## config.mk

```make
export PLATFORM = sky130hd
export DESIGN_NAME = hp_normalizer
export DESIGN_NICKNAME = d
export VERILOG_FILES = /design/src/rtl/hp_norm_pkg.sv /design/src/rtl/hp_lead_one.sv /design/src/rtl/hp_shift_round.sv /design/src/rtl/hp_normalizer.sv
export SDC_FILE = /design/constraint.sdc
export NUM_CORES = 1
export LEC_CHECK = 0
export BUFFER_PORTS_ARGS = -buffer_cell sky130_fd_sc_hd__clkbuf_2
export CORE_MARGIN = 3
export CORE_UTILIZATION = 55
export CTS_BUF_LIST = sky130_fd_sc_hd__clkbuf_2
export DETAILED_ROUTE_END_ITERATION = 10
export GPL_TIMING_DRIVEN = 0
export HOLD_SLACK_MARGIN = 0.05
export PLACE_DENSITY = 0.77
export SYNTH_ARGS = -nofsm -noshare
export SYNTH_HDL_FRONTEND = slang
export SYNTH_SLANG_ARGS = --single-unit
```

## constraint.sdc

```tcl
create_clock -name clk -period 5.4 [get_ports clk]
set_input_delay 0.81 -clock clk [delete_from_list [all_inputs] [get_ports clk]]
set_output_delay 0.81 -clock clk [all_outputs]
set_load 0.005 [all_outputs]
```

## src/rtl/hp_norm_pkg.sv

```systemverilog
package hp_norm_pkg;
  localparam int FRAC_BITS = 10;
  localparam int EXPO_BITS = 5;
  localparam int OUT_W     = 1 + EXPO_BITS + FRAC_BITS;
  localparam int MAX_EXP   = (1 << EXPO_BITS) - 2;

  function automatic logic [OUT_W-1:0] sat_word(input logic sgn);
    return {sgn, EXPO_BITS'(MAX_EXP), {FRAC_BITS{1'b1}}};
  endfunction
endpackage

```

## src/rtl/hp_lead_one.sv

```systemverilog
module hp_lead_one #(
  parameter int W  = 24,
  localparam int PW = $clog2(W)
) (
  input  logic [W-1:0]  vec,
  output logic [PW-1:0] pos
);
  always_comb begin
    pos = '0;
    for (int i = 0; i < W; i++) begin
      if (vec[i]) pos = PW'(i);
    end
  end
endmodule

```

## src/rtl/hp_shift_round.sv

```systemverilog
module hp_shift_round
  import hp_norm_pkg::*;
#(
  parameter int MW = 24,
  parameter int EW = 8,
  localparam int PW = $clog2(MW),
  localparam int XW = EW + 2,
  localparam int SW = FRAC_BITS + 1
) (
  input  logic [MW-1:0]  mag,
  input  logic [PW-1:0]  pos,
  input  logic [EW-1:0]  exp_in,
  input  logic           sgn,
  input  logic           zero,
  output logic [OUT_W-1:0] word
);
  logic          right;
  logic [PW-1:0] rsh, lsh;
  logic [SW-1:0] kept;
  logic          guard, sticky, inc;
  logic [SW:0]   sum;
  logic [XW-1:0] e_pre, e_fin;
  logic [FRAC_BITS-1:0] frac;
  int unsigned   st_sh;

  always_comb begin
    right  = pos > PW'(FRAC_BITS);
    rsh    = pos - PW'(FRAC_BITS);
    lsh    = PW'(FRAC_BITS) - pos;
    kept   = right ? SW'(mag >> rsh) : SW'(mag << lsh);
    guard  = right && ((mag >> (rsh - PW'(1))) & MW'(1)) != '0;
    st_sh  = MW + 1 - int'(rsh);
    sticky = right && ((mag << st_sh) != '0);
    inc    = guard && (sticky || kept[0]);
    sum    = {1'b0, kept} + (SW+1)'(inc);
    frac   = sum[SW] ? sum[SW-1:1] : sum[FRAC_BITS-1:0];
    e_pre  = {{(XW-EW){exp_in[EW-1]}}, exp_in} + XW'(pos) - XW'(FRAC_BITS);
    e_fin  = e_pre + XW'(sum[SW]);
    if (zero)
      word = '0;
    else if (e_fin[XW-1] || e_fin == '0)
      word = {sgn, {(OUT_W-1){1'b0}}};
    else if (e_fin > XW'(MAX_EXP))
      word = sat_word(sgn);
    else
      word = {sgn, e_fin[EXPO_BITS-1:0], frac};
  end
endmodule

```

## src/rtl/hp_normalizer.sv

```systemverilog
module hp_normalizer
  import hp_norm_pkg::*;
#(
  parameter int EXP_W = 8,
  parameter int MAN_W = 24
) (
  input  logic             clk,
  input  logic             rst_n,
  input  logic             in_valid,
  output logic             in_ready,
  input  logic [EXP_W-1:0] in_exp,
  input  logic [MAN_W-1:0] in_man,
  output logic             out_valid,
  input  logic             out_ready,
  output logic [OUT_W-1:0] out_data
);
  localparam int PW = $clog2(MAN_W);

  logic             adv;
  logic             neg;
  logic [MAN_W-1:0] mag;
  logic [PW-1:0]    pos;

  logic             s1_valid, s1_sign, s1_zero;
  logic [MAN_W-1:0] s1_mag;
  logic [PW-1:0]    s1_pos;
  logic [EXP_W-1:0] s1_exp;
  logic [OUT_W-1:0] packed_w;

  assign adv      = !out_valid || out_ready;
  assign in_ready = adv;
  assign neg      = in_man[MAN_W-1];
  assign mag      = neg ? (~in_man + MAN_W'(1)) : in_man;

  hp_lead_one #(.W(MAN_W)) u_lead (.vec(mag), .pos(pos));

  always_ff @(posedge clk or negedge rst_n) begin
    if (!rst_n) begin
      s1_valid <= 1'b0;
      s1_sign  <= 1'b0;
      s1_zero  <= 1'b1;
      s1_mag   <= '0;
      s1_pos   <= '0;
      s1_exp   <= '0;
    end else if (adv) begin
      s1_valid <= in_valid;
      s1_sign  <= neg;
      s1_zero  <= (in_man == '0);
      s1_mag   <= mag;
      s1_pos   <= pos;
      s1_exp   <= in_exp;
    end
  end

  hp_shift_round #(.MW(MAN_W), .EW(EXP_W)) u_round (
    .mag(s1_mag), .pos(s1_pos), .exp_in(s1_exp),
    .sgn(s1_sign), .zero(s1_zero), .word(packed_w)
  );

  always_ff @(posedge clk or negedge rst_n) begin
    if (!rst_n) begin
      out_valid <= 1'b0;
      out_data  <= '0;
    end else if (adv) begin
      out_valid <= s1_valid;
      out_data  <= packed_w;
    end
  end

  // encoder result marks exactly the highest set bit
  lead_pos_chk: assert property (@(posedge clk) disable iff (!rst_n)
    s1_valid && !s1_zero |-> (s1_mag >> s1_pos) == MAN_W'(1));


  stall_hold_chk: assert property (@(posedge clk) disable iff (!rst_n)
    out_valid && !out_ready |=> out_valid && $stable(out_data));


  no_inf_chk: assert property (@(posedge clk) disable iff (!rst_n)
    out_valid |-> out_data[OUT_W-2:FRAC_BITS] != {EXPO_BITS{1'b1}});


  no_subnormal_chk: assert property (@(posedge clk) disable iff (!rst_n)
    out_valid && out_data[OUT_W-2:FRAC_BITS] == '0 |-> out_data[FRAC_BITS-1:0] == '0);
endmodule

```

## Yosys cells after proc, flatten, opt, wreduce, memory -nomap -nowiden

Cells that the tools add are included.

- Add/sub/neg operators: 9
- Multipliers: 0
- Divide/modulo/power cells: 0
- $lt $le $gt $ge: 2
- Equality and inequality tests: 0
- Shifts and indexed selects: 4
- Multiplexer cells: 29
- Bitwise gates (word level): 1
- Reductions and logical operators: 10

Operator list:

| kind | number |
|---|---|
| two-way mux 5 bit | 8 |
| two-way mux 4 bit | 8 |
| << shifter 24 x 32 -> 24 bit | 1 |
| two-way mux 15 bit | 2 |
| adder 24 x 1 -> 24 bit (second input constant) | 1 |
| logical NOT 24 bit | 1 |
| two-way mux 24 bit | 1 |
| NOT 24 bit | 1 |
| nonzero test 24 bit | 1 |
| << shifter 24 x 5 -> 11 bit | 1 |
| >> shifter 24 x 5 -> 1 bit | 1 |
| >> shifter 24 x 5 -> 11 bit | 1 |
| two-way mux 16 bit | 1 |
| adder 11 x 1 -> 12 bit | 1 |
| two-way mux 3 bit | 4 |
| two-way mux 11 bit | 1 |
| adder 10 x 1 -> 10 bit | 1 |
| > comparator 10 x 5 -> 1 bit (second input constant) | 1 |
| logical NOT 10 bit | 1 |
| two-way mux 10 bit | 1 |
| subtractor 10 x 4 -> 10 bit (second input constant) | 1 |
| adder 8 x 6 -> 9 bit | 1 |
| subtractor 5 x 5 -> 6 bit (first input constant) | 1 |
| > comparator 5 x 4 -> 1 bit (second input constant) | 1 |
| 8 further kinds | 13 |

- Bits in registers: 57
- Latch bits: 0
- Memory bits (writable): 0
- Memory bits (read-only): 0
- Input bits: 36
- Output and inout bits: 18
- Word-level logic and storage cells: 63
- Memories kept: 0

## Logic depth before layout (Yosys ltp)

Gate-level depths: netlist (run 1).

- Depth after elaboration: 26
- Depth in mapped cells: 26
- Mapped depth without buffers: 19

## By module

Synthesis (run 1) repeated with hierarchy kept, for this count alone.

- Cells, all modules: 831
- Area total of the unflattened synthesis: 6,786.5 sq um

By module, submodules not included:

| module | instances | cells each | area an instance (sq um) | sequential area each (sq um) |
|---|---|---|---|---|
| hp_shift_round | 1 | 462 | 3,589.7 | 0.0 |
| hp_normalizer | 1 | 328 | 2,937.8 | 1,427.6 |
| hp_lead_one | 1 | 41 | 259.0 | 0.0 |

## Worst setup path after synthesis (run 1)

Ideal clock, no wire load.

- Path kind: register to register
- From: reg s1_pos[1]
- To: reg out_data[4]
- Setup time: 0.121 ns
- Data arrival time: 5.458 ns
- Data required time: 5.279 ns
- Setup slack: -0.179 ns
- Stages on the path, launching flop included: 26
- Buffers on the path: 6
- Clock period less this slack: 5.579 ns
- Path through: dfrtp_1 buf_6 buf_6 inv_1 clkbuf_1 ha_1 buf_6 buf_6 xor2_1 mux4_2 mux2i_1 mux2i_1 nor4_2 inv_2 nor3_2 ha_1 inv_1 ha_1 a211oi_1 xor2_1 nor2_1 a41oi_1 nand2_1 clkbuf_1 o21bai_1 a22o_1

- Word-level cells in the longest chain between the ends: 13
- Elaborated cells between the ends (all ways): 26
- Classes of those cells: 8 x add/sub; 2 x order compare; 4 x shift; 5 x mux; 7 x reduce/logical

Ends and longest elaborated chain:

| what | line | text |
|---|---|---|
| start, declared | hp_normalizer.sv:26 | `logic [PW-1:0] s1_pos;` |
| start signal, assigned | hp_normalizer.sv:50 | `s1_pos <= pos;` |
| subtractor 5 x 4 -> 5 bit | hp_shift_round.sv:28 | `rsh = pos - PW'(FRAC_BITS);` |
| subtractor 5 x 5 -> 6 bit | hp_shift_round.sv:32 | `st_sh = MW + 1 - int'(rsh);` |
| << shifter 24 x 32 -> 24 bit | hp_shift_round.sv:33 | `sticky = right && ((mag << st_sh) != '0);` |
| nonzero test 24 bit | hp_shift_round.sv:33 |  |
| logical AND 1 bit | hp_shift_round.sv:33 |  |
| logical OR 1 bit | hp_shift_round.sv:34 | `inc = guard && (sticky \|\| kept[0]);` |
| logical AND 1 bit | hp_shift_round.sv:34 |  |
| adder 11 x 1 -> 12 bit | hp_shift_round.sv:35 | `sum = {1'b0, kept} + (SW+1)'(inc);` |
| adder 10 x 1 -> 10 bit | hp_shift_round.sv:38 | `e_fin = e_pre + XW'(sum[SW]);` |
| > comparator 10 x 5 -> 1 bit or logical NOT 10 bit (tied branches) | hp_shift_round.sv:43, hp_shift_round.sv:41 |  |
| two-way mux 15 bit or logical OR 1 bit (tied branches) | hp_shift_round.sv:43, hp_shift_round.sv:41 |  |
| two-way mux 15 bit * | hp_shift_round.sv:41 | `else if (e_fin[XW-1] \|\| e_fin == '0)` |
| two-way mux 16 bit * | hp_shift_round.sv:39 | `if (zero)` |
| end signal, assigned | hp_normalizer.sv:66 | `out_data <= packed_w;` |
| end, declared | hp_normalizer.sv:15 | `output logic [OUT_W-1:0] out_data` |

Mark *: on every way between the ends. The rest lies on a longest branch, timed or not.
A chain may end at the register's enable or synchronous reset.

## Worst setup path in the final report (run 1)

- From: reg s1_pos[1]
- To: reg out_data[5]

The elaborated chain is that of the path after synthesis.

==> qor.txt, run 1 <==
Share of the synthesized area in the top cell type: 0.210
Gr ovfl total: 0
HPWL after DPL: 16.6 mm
Highest-delay cell along the critical path: mux4_2
Main flop type after synthesis: dfrtp_1
Slew Limit Fails: 0
Crit Path Class: reg -> reg
Share of cells above drive strength 1: 0.251
Post-synthesis cell area: 0.00669 mm²
Synthesis-stage register bit count: 57
Sw frac: 0.483
Vias: 7238
Worst-path fanout max: 10
CP Buf/Inv Count: 7
CP endpoint kind: flip-flop
First-pass GRT wire length: 35.5 mm
Syn avg cell area: 8.15 µm²
Fraction of registers with async set/reset: 1.00
Commonest non-fill, non-tap cell in the layout: nand2_1
Psw: 1.35 mW
Vias per cell: 6.87
Fin crit share: 0.987
Comb pwr share: 0.700
Die Wd: 116 µm
CORE AREA: 0.0117 mm²
Commonest cells after routing, fill and taps aside: 89 x nand2_1, 66 x a21oi_1, 64 x nor2_1
Seq pwr share: 0.216
Largest area contributor in the synthesized netlist: dfrtp_1
Final setup violation count: 0
Power Internal: 1.44 mW
DIE AREA: 0.0135 mm²
R2R Path Start: s1_pos[1]
Placed Area: 0.00713 mm²
Actual slew at the worst max-slew pin: 1.13 ns
1st-pass router iterations: 7
Drt wl/cell: 21.3 µm
Worst slew margin: 0.245
Worst Clk Skew: 0.0497 ns
CTS tree: built
Clock Power Share: 0.084
HP Class: in -> async
Post-route DRC: 0
Antenna-violating nets left: 0
Final hold vios: 0
Worst Path Arrival: 5.77 ns
Data required, critical path: 5.84 ns
Status: complete, no violations
Largest net degree at the start of global routing: 58
Ant diodes: 0
Tmin final: 5.33 ns
Worst-path clk slew: 0.21 ns
Worst path cell trace: buf_12, buf_12, clkinvlp_4, clkbuf_8, ha_1, buf_6, mux4_2, mux4_2, and3_1, a311o_1, o21a_1, nand4_2, nor3_4, ha_1, inv_1, nand3_1, nor3b_2, or2_2, nor3_2, a32o_2, a41oi_4, buf_4, o21a_1, a221o_1
Worst vdd rail ir drop: 0.249 mV
Synth top area cells: dfrtp_1 21%, mux4_2 8.4%, nand2_1 5.1%, a21oi_1 5.1%, mux2i_1 4.9%
FF-to-FF setup slack: 0.07 ns
Placer Congestion: 0.982
# IOs: 54
Die height: 116 µm
Later-pin clock latency in the skew report: 0.54 ns
PwrDens: 364 mW/mm²
Initial antenna violation count: 0
Setup TNS: 0 ns
Synth unique cells: 80
CTS Buf Count: 9
Static Leak: 3.13 nW
Post-Syn Instances: 820
Number of synthesized flops with an enable pin: 0
Initial core utilization: 0.573
Ys Warns: 0
PortBufs: 52
Total Routing Usage GR: 0.332
CTS Buffer Depth: 2
Max-cap violations: 0
Fin area: 0.00769 mm²
R2R cell count: 24
Mapped Nets: 872
Max incr delay on CP: 0.50 ns
Final nets: 958
Power, Total: 2.80 mW
Startpoint class of the critical path: flip-flop
Max Clk Rate: 0.188 GHz
Top Family by Delay on Critical Path: compound AO/OA/AOI/OAI gates
Overall routed net length: 22.5 mm
Num Clock Sinks: 57
H-Tree Depth: 3
Initial DRC count: 798
Seq/Total Area, Yosys: 0.214
Critical R2R Capture: out_data[5]
Vias in the first global route: 6793
Rows: 39
Area Overhead vs Synth: 15.0%
Clock root cell: clkbuf_2
-- logic make-up after synthesis --
| logic type | Yosys count | share of synthesized area |
|---|---|---|
| simple gates | 278 | 0.204 |
| compound gates | 242 | 0.240 |
| fa+ha+maj | 16 | 0.0311 |
| xor+xnor | 49 | 0.0642 |
| flops | 57 | 0.214 |
| mux | 87 | 0.182 |
| buf+inv | 91 | 0.0642 |
-- worst max path at each step --
stage | slack (ns) | endpoint | start | cells past startpoint
floorplan | 0.01 | out_data[4] | s1_pos[0] | 25
global placement | -1.16 | out_data[4] | s1_pos[0] | 25
detailed placement | -1.27 | out_data[4] | s1_pos[0] | 25
finish | 0.07 | out_data[5] | s1_pos[1] | 24
global route | -0.06 | out_data[5] | s1_pos[1] | 25
CTS | 0.01 | out_data[7] | s1_pos[0] | 25
-- final cells by class --
class,instances,area [µm²]
buffer,67,417
tap,143,179
sequential,57,1430
fill,991,3980
timing repair buffer,75,435
clock inverter,7,45.0
clock buffer,9,45.0
inverter,24,98.8
multi-input combinational,672,5040
-- Yosys cell counts (17+ instances only) --
master     n
dfrtp_1   56
mux2_2    28
nor2_1    64
a21oi_1   68
nor3_1    19
nand2_1   91
clkbuf_1  38
xnor2_1   24
mux4_2    25
xor2_1    25
inv_1     21
o21ai_0   41
nand3_1   17
mux2i_1   33
-- per-layer routing --
layer,vias to the layer above,track usage,part of all wire
li1,3232,-,-
met2,470,0.509,0.45
met5,-,0,0
met3,88,0.0699,0.11
met4,0,0.138,0.039
met1,3448,0.459,0.41
-- power by group through the flow --
stage	Sequential, mW	Combinational, mW	Clock, mW
6_report	0.603	1.96	0.235
3_5_place_dp	0.610	1.64	0
5_1_grt	0.610	2.09	0.259
4_1_cts	0.600	1.75	0.239
3_3_place_gp	0.605	1.60	0
2_1_floorplan	0.582	1.22	0
-- per-stage QoR --
step	hold WS, ns	utilization	cells	setup WS [ns]
final	0.269	0.659	1054	0.0699
after floorplan	0.430	-	820	0.0128
after detailed placement	0.455	0.612	1015	-1.27
after global placement	0.445	0.612	1015	-1.16
after CTS	0.411	0.636	1043	0.0106
after global routing	0.299	0.659	1054	-0.0583
-- registers in the layout, summed over array words and instances (netlist names) --
name / cells
s1_sign: 1
s1_zero: 1
s1_mag: 24
s1_exp: 8
out_valid: 1
out_data: 16
s1_pos: 5
s1_valid: 1
-- repair_timing --
item / 4_1_cts / 5_1_grt
setup buffers: 12 / 11
gates resized for setup: 30 / 48
endpoints found under the setup margin: 15 / 14
hold buffers: 0 / 0
pin swaps: 7 / 13
Note: power is estimated with default switching activity, not from simulation.
==> inputs of run 2 (changes only) <==
- CELL_PAD_IN_SITES_DETAIL_PLACEMENT: default -> 1
- CELL_PAD_IN_SITES_GLOBAL_PLACEMENT: default -> 1
- CORE_ASPECT_RATIO: default -> 1.5
- CORE_MARGIN: 3 -> 2
- CORE_UTILIZATION: 55 -> 43
- PLACE_DENSITY: 0.77 -> default
- PLACE_DENSITY_LB_ADDON: default -> 0.1
==> run 2 against run 1 <==
Against the previous run:
- worst hold slack got worse by 0.029 ns
- combinational power up 8%
- largest power group unchanged
- clock skew shrank 0.012 ns
- count of clock-buffer cells in the layout unchanged
==> qor.txt, run 2 (synthesized netlist as in run 1, its figures left out) <==
DIE AREA: 0.0166 mm² (+23%)
Clock root cell: clkbuf_2
Final hold vios: 0 (unchanged)
CORE AREA: 0.0151 mm² (+30%)
Initial DRC count: 504 (-37%)
Pre-CTS WS: -1.70 ns (-0.427 ns)
1st-pass router iterations: 5 (-2)
Vias per cell: 6.34 (-7.6%)
Commonest cells after routing, fill and taps aside: 89 x nand2_1, 65 x a21oi_1, 64 x nor2_1
Top flop regs: s1_mag (24), out_data (16), s1_exp (8)
Static Leak: 3.26 nW (+4.1%)
Crit path top cell by count: buf_4
Critical R2R Capture: out_data[4]
Post-route DRC: 0 (unchanged)
Die Wd: 106 µm (-9.0%)
Die height: 157 µm (+35%)
Data required, critical path: 5.84 ns (about the same)
Largest net degree at the start of global routing: 39 (-33%)
Largest register by flop count: s1_mag
Max reg flops: 24 (unchanged)
Antenna-violating nets left: 0 (unchanged)
R2R cell count: 20 (-17%)
CP endpoint kind: flip-flop
Worst slew margin: 0.103 (-0.142)
Worst vdd rail ir drop: 0.170 mV (-32%)
Startpoint class of the critical path: flip-flop
Rows: 55 (+41%)
Area Overhead vs Synth: 20.5%
Status: complete, no violations
Actual slew at the worst max-slew pin: 1.34 ns (+0.213 ns)
First-pass GRT wire length: 40.3 mm (+13%)
Clock Power Share: 0.128 (+0.044)
Max Clk Rate: 0.190 GHz (+1.2%)
Setup TNS: 0 ns (unchanged)
Final setup violation count: 0 (unchanged)
H-Tree Depth: 3 (unchanged)
Sw frac: 0.467 (-0.0162)
Final std cells w/o fill: 1126 (+6.8%)
Share of cells above drive strength 1: 0.268 (+0.0164)
R2R Path Start: s1_pos[2]
PortBufs: 52 (unchanged)
Power Internal: 1.65 mW (+14%)
PwrDens: 385 mW/mm² (+5.9%)
Final nets: 973 (+1.6%)
Max incr delay on CP: 1.05 ns (+0.55 ns)
Gr ovfl total: 0 (unchanged)
Num Clock Sinks: 57 (unchanged)
Commonest non-fill, non-tap cell in the layout: nand2_1
Crit Path Class: reg -> reg
Overall routed net length: 26.1 mm (+16%)
Slew Limit Fails: 0 (unchanged)
CTS Buf Count: 9 (unchanged)
Worst Path Arrival: 5.71 ns (-0.06 ns)
Total Routing Usage GR: 0.311 (-0.0219)
Fin crit share: 0.975 (-0.0121)
Worst-path fanout max: 10 (unchanged)
Initial core utilization: 0.442 (-0.132)
Placer Congestion: 0.973 (-0.90%)
Tmin final: 5.26 ns (-0.0652 ns)
Fin area: 0.00806 mm² (+4.8%)
Drt wl/cell: 23.2 µm (+8.7%)
# IOs: 54 (unchanged)
CTS Buffer Depth: 2 (unchanged)
FF-to-FF setup slack: 0.14 ns (+0.07 ns)
Placed Area: 0.00722 mm² (+1.3%)
Fillers: 1857 (+87%)
Highest-delay cell along the critical path: xor2_1
Comb pwr share: 0.680 (-0.020)
HPWL after DPL: 19.7 mm (+18%)
Worst Clk Skew: 0.0381 ns (-0.0116 ns)
Initial antenna violation count: 1 (+1)
Psw: 1.45 mW (+7.3%)
Placed cells: 1072 (+5.6%)
HP Class: in -> async
CTS tree: built
Worst path cell trace: buf_4, buf_4, o21ai_2, xor2_1, xnor2_1, mux2i_4, nor4_4, inv_2, nor3_4, ha_1, inv_2, ha_4, a211oi_2, xor2_1, nor2_1, a41oi_2, nand2_2, buf_4, o21bai_1, a22o_1
Vias: 7143 (-1.3%)
Worst-path clk slew: 0.22 ns (about the same)
Max-cap violations: 0 (unchanged)
CTS Hold Buffers Added: 0 (unchanged)
Vias in the first global route: 7551 (+11%)
Seq pwr share: 0.192 (-0.024)
Fin worst setup slack: 0.135 ns (+0.0652 ns)
Later-pin clock latency in the skew report: 0.52 ns (-0.02 ns)
-- run 2: changes by cell type in the layout (fill, tap and decap cells not counted), sizes merged --
cell,previous run,this run
bufinv,0,3
inv,23,24
diode,0,1
clkinvlp,4,1
clkinv,4,3
buf,54,67
clkbuf,97,99
-- run 2: how the worst max path moves through the flow --
| stage | start | to | slack [ns] | cells after the start |
|---|---|---|---|---|
| finish | s1_pos[2] | out_data[4] | 0.14 | 20 |
| global placement | s1_pos[0] | out_data[0] | -1.59 | 25 |
| detailed placement | s1_pos[0] | out_data[0] | -1.70 | 25 |
| floorplan | s1_pos[0] | out_data[4] | 0.01 | 25 |
| CTS | s1_pos[1] | out_data[0] | 0.02 | 25 |
| global route | s1_pos[1] | out_data[0] | -0.16 | 25 |
-- run 2: timing repair --
item / 4_1_cts / 5_1_grt
buffers inserted: 13 / 24
setup endpoints to repair: 15 / 13
resized for setup: 40 / 54
pin swaps: 6 / 17
-- run 2: layer usage --
metal	track usage	wire length [µm]	vias to the layer above
li1	-	-	3248
met2	0.557	13400	270
met5	0	0	-
met3	0.0379	1250	91
met1	0.354	10100	3534
met4	0.177	1370	0
-- run 2: power groups by stage --
stage	Combinational (mW)	Clock, mW	Sequential [mW]
6_report	2.11	0.396	0.597
5_1_grt	2.25	0.423	0.608
4_1_cts	1.84	0.406	0.594
3_5_place_dp	1.70	0	0.612
3_3_place_gp	1.65	0	0.604
2_1_floorplan	1.22	0	0.582
-- run 2: metrics by stage --
stage	utilization	power (mW)	hold slack, ns
after detailed placement	0.477	2.31	0.455
after global placement	0.476	2.25	0.448
after global routing	0.532	3.28	0.223
after floorplan	-	1.80	0.430
final	0.532	3.10	0.240
after CTS	0.504	2.84	0.191
-- run 2: layout make-up --
cell class / count / area (µm²) / area share
timing repair buffer: 90 / 562 / 0.0697
clock buffer: 9 / 45.0 / 0.00559
buffer: 67 / 429 / 0.0533
tap: 199 / 249 / 0.0309
clock inverter: 7 / 125 / 0.0155
sequential: 57 / 1430 / 0.177
inverter: 24 / 101 / 0.0126
multi-input combinational: 672 / 5110 / 0.635
antenna: 1 / 2.50 / 0.000311
-- run 2: critical path: cells and delay by family (launching register included) --
kind,cells,cell delay [ns]
buf+inv,5,0.63
flops,1,0.45
xor+xnor,3,1.65
fa+ha+maj,2,0.37
compound gates,5,1.06
mux,1,0.31
simple gates,4,0.72
